==> config.mk <==
export PLATFORM = sky130hd
export DESIGN_NAME = micro_tlb
export DESIGN_NICKNAME = d
export VERILOG_FILES = /design/src/rtl/mtlb_pkg.sv /design/src/rtl/mtlb_match.sv /design/src/rtl/mtlb_victim.sv /design/src/rtl/micro_tlb.sv
export SDC_FILE = /design/constraint.sdc
export NUM_CORES = 2
export LEC_CHECK = 0
export BUFFER_PORTS_ARGS = -buffer_cell sky130_fd_sc_hd__buf_2
export CORE_MARGIN = 8
export CORE_UTILIZATION = 48
export CTS_CLUSTER_DIAMETER = 150
export DETAILED_ROUTE_END_ITERATION = 6
export SLEW_MARGIN = 5
export SYNTH_ARGS = -nofsm -noshare
export SYNTH_HDL_FRONTEND = slang
export SYNTH_HIERARCHICAL = 1
export SYNTH_SLANG_ARGS = --single-unit
export TNS_END_PERCENT = 5
==> constraint.sdc <==
create_clock -name clk -period 14.6 [get_ports clk]
set_clock_uncertainty 0.15 [all_clocks]
set_input_delay 2.92 -clock clk [delete_from_list [all_inputs] [get_ports clk]]
set_output_delay 2.92 -clock clk [all_outputs]
set_load 0.005 [all_outputs]
==> src/rtl/mtlb_pkg.sv <==
package mtlb_pkg;
    localparam int VA_W   = 32;
    localparam int OFS_W  = 12;
    localparam int VPN_W  = VA_W - OFS_W;
    localparam int ASID_W = 8;
    localparam int PROT_W = 8;
    localparam int SIZE_STEP = 4;   // page-number bits added per size code

    typedef enum logic [1:0] {
        PG_4K  = 2'd0,
        PG_64K = 2'd1,
        PG_1M  = 2'd2,
        PG_16M = 2'd3
    } pg_size_e;

    typedef struct packed {
        logic              vld;
        logic              glb;
        logic [ASID_W-1:0] asid;
        pg_size_e          size;
        logic [VPN_W-1:0]  vpn;
        logic [VPN_W-1:0]  ppn;
        logic [PROT_W-1:0] prot;
    } tlb_ent_t;

    // Ones on the page-number bits that lie inside a page of the given size
    function automatic logic [VPN_W-1:0] size_mask(pg_size_e s);
        logic [VPN_W-1:0] m;
        for (int b = 0; b < VPN_W; b++) begin
            m[b] = (b < SIZE_STEP * int'(s));
        end
        return m;
    endfunction
endpackage

==> src/rtl/mtlb_match.sv <==
module mtlb_match
    import mtlb_pkg::*;
(
    input  tlb_ent_t          ent,
    input  logic [VPN_W-1:0]  vpn,
    input  logic [ASID_W-1:0] asid,
    input  logic              any_asid,
    output logic              hit
);
    logic [VPN_W-1:0] ofs_mask;
    logic             tag_eq;
    logic             asid_ok;

    always_comb begin
        ofs_mask = size_mask(ent.size);
        tag_eq   = (((ent.vpn ^ vpn) & ~ofs_mask) == '0);
        asid_ok  = any_asid | ent.glb | (ent.asid == asid);
        hit      = ent.vld & tag_eq & asid_ok;
    end
endmodule

==> src/rtl/mtlb_victim.sv <==
module mtlb_victim #(
    parameter int                ENTRIES = 32,
    parameter int                IDX_W   = $clog2(ENTRIES),
    parameter int                LFSR_W  = 16,
    parameter logic [LFSR_W-1:0] SEED    = 'hACE1,
    parameter logic [LFSR_W-1:0] TAPS    = 'hB400
) (
    input  logic               clk,
    input  logic               rst_n,
    input  logic [ENTRIES-1:0] vld,
    input  logic               fill,
    input  logic               rand_mode,
    output logic [IDX_W-1:0]   victim
);
    typedef struct packed {
        logic [IDX_W-1:0]  rr;
        logic [LFSR_W-1:0] lf;
    } vst_t;

    vst_t             st_d, st_q;
    logic             free_found;
    logic [IDX_W-1:0] free_idx;
    logic [IDX_W-1:0] rnd_idx;

    always_comb begin
        st_d = st_q;
        // free-running Galois LFSR
        st_d.lf = st_q.lf >> 1;
        if (st_q.lf[0]) st_d.lf = st_d.lf ^ TAPS;

        free_found = 1'b0;
        free_idx   = '0;
        for (int i = ENTRIES - 1; i >= 0; i--) begin
            if (!vld[i]) begin
                free_found = 1'b1;
                free_idx   = IDX_W'(i);
            end
        end
        rnd_idx = IDX_W'(int'(st_q.lf[IDX_W-1:0]) % ENTRIES);

        if (free_found)     victim = free_idx;
        else if (rand_mode) victim = rnd_idx;
        else                victim = st_q.rr;

        if (fill && !free_found && !rand_mode) begin
            st_d.rr = (st_q.rr == IDX_W'(ENTRIES - 1)) ? '0 : st_q.rr + 1'b1;
        end
    end

    always_ff @(posedge clk or negedge rst_n) begin
        if (!rst_n) begin
            st_q.rr <= '0;
            st_q.lf <= SEED;
        end else begin
            st_q <= st_d;
        end
    end
endmodule

==> src/rtl/micro_tlb.sv <==
module micro_tlb
    import mtlb_pkg::*;
#(
    parameter int                ENTRIES   = 32,
    parameter int                LFSR_W    = 16,
    parameter logic [LFSR_W-1:0] LFSR_SEED = 'hACE1,
    parameter logic [LFSR_W-1:0] LFSR_TAPS = 'hB400
) (
    input  logic              clk,
    input  logic              rst_n,
    input  logic              repl_random,
    input  logic              lk_valid,
    input  logic [VA_W-1:0]   lk_va,
    input  logic [ASID_W-1:0] lk_asid,
    output logic              lk_hit,
    output logic              lk_miss,
    output logic [VA_W-1:0]   lk_pa,
    output logic [PROT_W-1:0] lk_prot,
    output logic [1:0]        lk_size,
    input  logic              fl_valid,
    input  logic [VPN_W-1:0]  fl_vpn,
    input  logic [ASID_W-1:0] fl_asid,
    input  logic              fl_global,
    input  logic [1:0]        fl_size,
    input  logic [VPN_W-1:0]  fl_ppn,
    input  logic [PROT_W-1:0] fl_prot,
    input  logic              inv_all,
    input  logic              inv_asid,
    input  logic [ASID_W-1:0] inv_asid_val,
    input  logic              inv_va,
    input  logic [VPN_W-1:0]  inv_va_vpn
);
    localparam int IDX_W = $clog2(ENTRIES);

    typedef struct packed {
        tlb_ent_t [ENTRIES-1:0] ent;
    } st_t;

    st_t                st_d, st_q;
    logic [ENTRIES-1:0] lk_match;
    logic [ENTRIES-1:0] iv_match;
    logic [ENTRIES-1:0] vld_vec;
    logic [IDX_W-1:0]   victim;
    tlb_ent_t           sel;
    logic               any_hit;
    logic [VPN_W-1:0]   sel_mask;

    for (genvar i = 0; i < ENTRIES; i++) begin : g_slot
        assign vld_vec[i] = st_q.ent[i].vld;

        mtlb_match u_lk_cmp (
            .ent      (st_q.ent[i]),
            .vpn      (lk_va[VA_W-1:OFS_W]),
            .asid     (lk_asid),
            .any_asid (1'b0),
            .hit      (lk_match[i])
        );

        mtlb_match u_iv_cmp (
            .ent      (st_q.ent[i]),
            .vpn      (inv_va_vpn),
            .asid     ('0),
            .any_asid (1'b1),
            .hit      (iv_match[i])
        );
    end

    mtlb_victim #(
        .ENTRIES (ENTRIES),
        .IDX_W   (IDX_W),
        .LFSR_W  (LFSR_W),
        .SEED    (LFSR_SEED),
        .TAPS    (LFSR_TAPS)
    ) u_victim (
        .clk       (clk),
        .rst_n     (rst_n),
        .vld       (vld_vec),
        .fill      (fl_valid),
        .rand_mode (repl_random),
        .victim    (victim)
    );

    // Lookup path: reads only registered contents
    always_comb begin
        sel     = '0;
        any_hit = 1'b0;
        for (int i = 0; i < ENTRIES; i++) begin
            if (lk_match[i] && !any_hit) begin
                any_hit = 1'b1;
                sel     = st_q.ent[i];
            end
        end
        lk_hit   = lk_valid & any_hit;
        lk_miss  = lk_valid & ~any_hit;
        sel_mask = size_mask(sel.size);
        lk_pa    = {(sel.ppn & ~sel_mask) | (lk_va[VA_W-1:OFS_W] & sel_mask),
                    lk_va[OFS_W-1:0]};
        lk_prot  = sel.prot;
        lk_size  = sel.size;
    end

    // Next contents: invalidations act on the old array, a fill lands after them
    always_comb begin
        st_d = st_q;
        for (int i = 0; i < ENTRIES; i++) begin
            if (inv_all) st_d.ent[i].vld = 1'b0;
            if (inv_asid && !st_q.ent[i].glb && (st_q.ent[i].asid == inv_asid_val))
                st_d.ent[i].vld = 1'b0;
            if (inv_va && iv_match[i]) st_d.ent[i].vld = 1'b0;
        end
        if (fl_valid) begin
            st_d.ent[victim] = '{vld:  1'b1,
                                 glb:  fl_global,
                                 asid: fl_asid,
                                 size: pg_size_e'(fl_size),
                                 vpn:  fl_vpn,
                                 ppn:  fl_ppn,
                                 prot: fl_prot};
        end
    end

    always_ff @(posedge clk or negedge rst_n) begin
        if (!rst_n) st_q <= '0;
        else        st_q <= st_d;
    end


    hit_miss_excl_chk: assert property (@(posedge clk) disable iff (!rst_n)
        lk_valid |-> (lk_hit ^ lk_miss));


    idle_quiet_chk: assert property (@(posedge clk) disable iff (!rst_n)
        !lk_valid |-> (!lk_hit && !lk_miss));


    flush_all_chk: assert property (@(posedge clk) disable iff (!rst_n)
        (inv_all && !fl_valid) |=> (vld_vec == '0));


    fill_grows_chk: assert property (@(posedge clk) disable iff (!rst_n)
        (fl_valid && !(&vld_vec) && !inv_all && !inv_asid && !inv_va)
        |=> ($countones(vld_vec) == $past($countones(vld_vec)) + 1));


    full_stays_chk: assert property (@(posedge clk) disable iff (!rst_n)
        (fl_valid && (&vld_vec) && !inv_all && !inv_asid && !inv_va) |=> (&vld_vec));
endmodule

# Word-level counts from Yosys, hierarchy flattened
# Index checks and enable logic that the tools add are counted.
dict set report word_totals {
  ff_bits 1941
  latchBits 0
  mem_bits_rw 0
  rom_bits 0
  in_bits 135
  output_inout_bits 44
  mem_count 0
}
dict set report classes {
  add_sub_neg 1
  mul 0
  n_div 0
  order_cmp 662
  eq_ne 65
  shifts 0
  mux 232
  bitwise_logic 296
  n_reduce_logical 259
}
# operator n
set ops {}
lappend ops {{$bwmux 1920} 1}
lappend ops {{$mux 1920} 1}
lappend ops {{$mux 50} 32}
lappend ops {{$and 20x20->20} 66}
lappend ops {{$logic_not 20->1} 64}
lappend ops {{$xor 20x20->20} 64}
lappend ops {{$lt 4x4->1 const A} 264}
lappend ops {{$lt 5x4->1 const A} 132}
lappend ops {{$not 20->20} 33}
lappend ops {{$lt 3x4->1 const A} 132}
lappend ops {{$eq 8x8->1} 64}
lappend ops {{$demux 60 s5} 1}
lappend ops {{$lt 1x4->1 const A} 66}
lappend ops {{$lt 2x4->1 const A} 66}
lappend ops {{$mux 5} 35}
lappend ops {{$mux 1} 160}
lappend ops {{$logic_and 1x1->1} 130}
lappend ops {{$and 1x1->1} 98}
lappend ops {{$logic_not 1->1} 65}
lappend ops {{$mux 60} 1}
lappend ops {{$or 1x1->1} 32}
lappend ops {{$or 20x20->20} 1}
lappend ops {{$mux 16} 1}
lappend ops {{$lt 5x6->1 const B} 1}
lappend ops {{5 further kinds} 5}

# Longest topological paths before layout
dict set report depth {
  ltp_word 104
  ltp_mapped 18
  depth_no_buf 14
}

# Modules after synthesis
# Netlist, hierarchy kept.
# module instances cells_per_inst area_per_inst_um2
set by_module_without_submodules {}
lappend by_module_without_submodules {micro_tlb 1 6142 82766.9}
lappend by_module_without_submodules {mtlb_match 64 40 327.8}
lappend by_module_without_submodules {mtlb_victim 1 118 1211.2}

# Worst setup path after synthesis
# Ideal clock, no wire load.
dict set report synth_timing {
  kind {input-to-output}
  start {input lk_va[31]}
  end {output lk_prot[5]}
  t_arrival_ns 6.232
  required_ns 11.530
  setup_slack_ns 5.298
  stages 16
  path_buffers 3
  path_cell_list {xor2_1 -> nor4_2 -> nand4_1 -> nor4_1 -> nor3_1 -> nand4_2 -> clkbuf_1 -> clkbuf_1 -> nor3_1 -> o31ai_1 -> nand3_1 -> buf_2 -> a211oi_1 -> o211ai_1 -> a221oi_1 -> nor2_1}
}
dict set report synth_via {
  elab_cells_between_ends 285
  classes_between {63 x mux; 128 x bitwise; 94 x reduce/logical}
}
# element line_no
set synth_rtl {}
lappend synth_rtl {{start: declaration} micro_tlb.sv:13} ;# input logic [VA_W-1:0] lk_va,
lappend synth_rtl {{$xor 20x20->20 (*)} mtlb_match.sv:16} ;# tag_eq = (((ent.vpn ^ vpn) & ~ofs_mask) == '0);
lappend synth_rtl {{$and 20x20->20 (*)} mtlb_match.sv:16}
lappend synth_rtl {{$logic_not 20->1 (*)} mtlb_match.sv:16}
lappend synth_rtl {{$and 1x1->1 (*) (2 in a row)} mtlb_match.sv:18} ;# hit = ent.vld & tag_eq & asid_ok;
lappend synth_rtl {{net lk_match[6]} micro_tlb.sv:40} ;# logic [ENTRIES-1:0] lk_match;
lappend synth_rtl {{$logic_and 1x1->1 (*)} micro_tlb.sv:88} ;# if (lk_match[i] && !any_hit) begin
lappend synth_rtl {{$mux 1} micro_tlb.sv:88}
lappend synth_rtl {{$logic_not 1->1} micro_tlb.sv:88}
lappend synth_rtl {{[66 not listed]} --}
lappend synth_rtl {{$logic_and 1x1->1} micro_tlb.sv:88}
lappend synth_rtl {{$mux 1} micro_tlb.sv:88}
lappend synth_rtl {{$logic_not 1->1} micro_tlb.sv:88}
lappend synth_rtl {{$logic_and 1x1->1} micro_tlb.sv:88}
lappend synth_rtl {{$mux 1} micro_tlb.sv:88}
lappend synth_rtl {{$logic_not 1->1} micro_tlb.sv:88}
lappend synth_rtl {{$logic_and 1x1->1} micro_tlb.sv:88}
lappend synth_rtl {{$mux 50 (*)} micro_tlb.sv:88}
lappend synth_rtl {{end: declaration} micro_tlb.sv:18} ;# output logic [PROT_W-1:0] lk_prot,
# Mark *: on every way through the listed nets, which the timed path passes. The rest lies on a longest branch.

# Worst setup path after layout
dict set report layout_timing {
  start {input lk_va[17]}
  end {output lk_pa[31]}
}
dict set report layout_via {
  elab_cells_between_ends 290
  classes_between {1 x order compare; 63 x mux; 132 x bitwise; 94 x reduce/logical}
}
# element line_no
set layout_rtl {}
lappend layout_rtl {{$xor 20x20->20 (*)} mtlb_match.sv:16}
lappend layout_rtl {{$and 20x20->20 (*)} mtlb_match.sv:16}
lappend layout_rtl {{$logic_not 20->1 (*)} mtlb_match.sv:16}
lappend layout_rtl {{$and 1x1->1 (*) (2 in a row)} mtlb_match.sv:18}
lappend layout_rtl {{net lk_match[11]} micro_tlb.sv:40}
lappend layout_rtl {{$logic_and 1x1->1 (*)} micro_tlb.sv:88}
lappend layout_rtl {{$mux 1} micro_tlb.sv:88}
lappend layout_rtl {{$logic_not 1->1} micro_tlb.sv:88}
lappend layout_rtl {{[55 not listed]} --}
lappend layout_rtl {{$mux 1} micro_tlb.sv:88}
lappend layout_rtl {{$logic_not 1->1} micro_tlb.sv:88}
lappend layout_rtl {{$logic_and 1x1->1} micro_tlb.sv:88}
lappend layout_rtl {{$mux 50 (*)} micro_tlb.sv:88}
lappend layout_rtl {{$lt 5x4->1} mtlb_pkg.sv:30} ;# m[b] = (b < SIZE_STEP * int'(s));
lappend layout_rtl {{$not 20->20} micro_tlb.sv:96} ;# lk_pa = {(sel.ppn & ~sel_mask) | (lk_va[VA_W-1:OFS_W] & sel_mask),
lappend layout_rtl {{$and 20x20->20} micro_tlb.sv:96}
lappend layout_rtl {{$or 20x20->20 (*)} micro_tlb.sv:96}
lappend layout_rtl {{end: declaration} micro_tlb.sv:17} ;# output logic [VA_W-1:0] lk_pa,
# Marked as above.

==> impl_results.md <==
- Endpoints failing setup: 0
- Hpwl dp: approximately 230 mm
- Worst reg2reg setup slack: between 9 and 10 ns
- CTS sink cnt: about 1900
- Largest stage delay on the critical path: 1.00 ns
- Core area: around 220000 um^2
- Maximum vdd drop: 0.0000980 V
- Worst Path Required: around 12 ns
- Critical path depth: 16
- Cell area power density: about 110 nW/um^2
- Crit path max-delay cell type: nor4_1
- Clock buffer depth: 3
- Die width: 484 um
- Final Net Count: between 9000 and 10000
- Setup TNS: 0 ns
- Synthesis warning total: 6
- Cts repair resizes: 0
- Cell count after synthesis: about 9000
- Min-delay worst type: reg2reg
- Placer Congestion: between 0.9 and 1
- Die Y: 484 um
- Pin count of the biggest net entering global routing: between 150 and 200
- Global-route wire length before repair: ~530 mm
- Most common cell after layout, fill and taps aside: dfrtp_1
- Startpoint types: primary input
- Cell area after synthesis: 105000 um^2
- Top FF cell, synth: dfrtp_1
- Sequential element share of the synthesized area: between 40 and 50%
- Outcome: finished, final reports clean
- Grt met2 use: 44.7%
- Area grow syn2layout: 12.3%
- Tot Pwr: ~13 mW
- Top Ports: around 180
- Final hold violations: 0
- Commonest cells after routing, fill and taps aside: dfrtp_1, mux2_2, xor2_1
- Antenna viol nets, final: 0
- Post-synth EDFFs: 0
- Reg2Reg Launch Point: st_q[1859]
- Wire per inst: 29.7 um
- Crit path capture: lk_pa[31]
- Synth cell types: 89
- Ys async rst share: 100%
- Tcrit/Tclk final: approximately nine tenths
- Met1 Resource Use GR: ~43%
- Crit path max fanout: 22
- Unrepaired setup endpoints after global routing: false
- GRT overflow: 0
- Leakage: 57.4 nW
- Initial Utilization: 48.3%
- CP Capture Type: output port
- GR met3 Demand/Resource: under 10%
- Vias in the first global route: approximately 76000
- Max-cap viol count: 0
- Total CTS buffers: 212
- Place WS: 1.88 ns
- Kind of critical path: in2out
- Final worst setup slack: roughly 1.6 ns
- # hold bufs at CTS: 0
- TritonCTS clock tree: built
- Vias: approximately 76000
- Minimum clock period: about 13 ns
- Yosys top cell by area: dfrtp_1
- Syn Area/Cell: roughly 12 um^2
- Yosys top cell area share: a little under half
- Vias per cell: approximately 6.2
- DR pass1 iterations: 5
- Top area cells in the synthesized netlist: dfrtp_1, mux2_2, xor2_1, xnor2_1, nor4_1
- H-tree levels: 4
- Worst EP arrival: between 9 and 10 ns
- Worst path bufs/invs: 4
- WL final: 363 mm
- Most Used Layer, Global Route: met2
- Die area: roughly 230000 um^2
- Actual slew at the worst max-slew pin: between 1 and 1.5 ns
- CP top delay family: simple AND/OR/NAND/NOR gates
- Max-slew violations: 0
- Remaining DRCs: 0
- Layout cells sized above 1: slightly below 30%
- Port bufs: around 150
- Gr usage total: 30.1%
- Worst setup path startpoint: lk_va[17]
- Row count: ~170
- Clock Root Buffer: clkbuf_16
- Worst skew pair latency: 0.89 ns
- Clock-pin transition on the worst setup and hold timing paths: around 0.060 ns
- R2R depth: 10
- Antenna violations before repair: 33
- Max Clk Rate: 77.1 MHz
- Yosys reg bits: 1941
- Max-slew headroom: between 10% and 20%
- Initial DRC count: 7640
- Post-CTS setup buffers: 0
- Crit-path cells: buf_2 > buf_4 > xor2_1 > nor4_1 > a21oi_1 > nor4_2 > buf_4 > or3_1 > nor2_1 > nand3_1 > o221a_2 > o221ai_1 > nor4_1 > o21ai_0 > a21oi_1 > buf_2
[final cells by class]
cell class	count	area, um^2
Antenna cell	27	67.6
Clock buffer	306	6240
Clock inverter	85	1110
Fill cell	18435	99300
Inverter	51	191
Multi-Input combinational cell	6575	55600
Sequential cell	1941	48600
Tap cell	2854	3570
Timing Repair Buffer	365	2460
[through the flow]
stage	instances	utilization, %	hold WS (ns)	cell area (um^2)
5_1_grt	12189	54.2	0.214	118000
4_1_cts	12177	54.2	0.205	118000
3_3_place_gp	11786	50.8	0.187	110000
3_5_place_dp	11786	50.8	0.188	110000
6_report	12204	54.3	0.205	118000
2_1_floorplan	9138	-	0.181	106000
[synthesized netlist by cell type (9+ instances only)]
| cell | number |
|---|---|
| a2111oi_0 | 13 |
| a211oi_1 | 87 |
| a21oi_1 | 219 |
| a221oi_1 | 54 |
| a222oi_1 | 13 |
| a22o_1 | 12 |
| a22oi_1 | 91 |
| a31oi_1 | 14 |
| a32oi_1 | 11 |
| a41o_1 | 82 |
| and3_1 | 20 |
| buf_1 | 125 |
| buf_2 | 13 |
| buf_4 | 13 |
| clkbuf_1 | 420 |
| dfrtp_1 | 1933 |
| inv_1 | 50 |
| mux2_2 | 1885 |
| nand2_1 | 271 |
| nand2b_1 | 10 |
| nand3_1 | 55 |
| nand3b_1 | 39 |
| nand4_1 | 130 |
| nor2_1 | 125 |
| nor2b_1 | 16 |
| nor3_1 | 116 |
| nor4_1 | 393 |
| nor4_2 | 66 |
| o2111ai_1 | 18 |
| o211ai_1 | 30 |
| o21a_1 | 10 |
| o21ai_0 | 110 |
| o221ai_1 | 37 |
| o22a_1 | 10 |
| o22ai_1 | 110 |
| o31ai_1 | 9 |
| or3_1 | 15 |
| or4_1 | 33 |
| xnor2_1 | 410 |
| xor2_1 | 1623 |
[layer usage]
layer	up-vias	routed length (um)
met3	719	30700
li1	32166	-
met4	4	14300
met2	3155	157000
met5	-	25
met1	39566	161000
[worst min path at each step]
stage / start / endpoint / slack (ns) / cells past startpoint
finish: u_victim/st_q[8] / u_victim/st_q[7] / 0.20 / 0
global route: u_victim/st_q[7] / u_victim/st_q[6] / 0.21 / 0
CTS: u_victim/st_q[8] / u_victim/st_q[7] / 0.21 / 0
detailed placement: u_victim/st_q[8] / u_victim/st_q[7] / 0.19 / 0
global placement: u_victim/st_q[8] / u_victim/st_q[7] / 0.19 / 0
floorplan: u_victim/st_q[9] / u_victim/st_q[8] / 0.18 / 0
[logic make-up (layout without fill, tap and decap cells)]
logic type | count (synthesis) | count (layout) | synth area share, %
compound gates | 990 | 990 | 6.66
xor+xnor | 2033 | 2033 | 17.0
fa+ha+maj | 2 | 2 | 0.0238
buf+inv | 622 | 807 | 2.29
flops | 1941 | 1941 | 46.3
mux | 1893 | 1893 | 20.3
other cells | 2 | 347 | 0.00716
simple gates | 1337 | 1337 | 7.47
[where the power goes]
part           internal, mW  total (mW)  switching [mW]
Combinational         0.703        1.65           0.946
Sequential             5.72        6.05           0.331
Clock                  3.28        5.63            2.35
No activity file was read; power rests on OpenSTA's default activity.
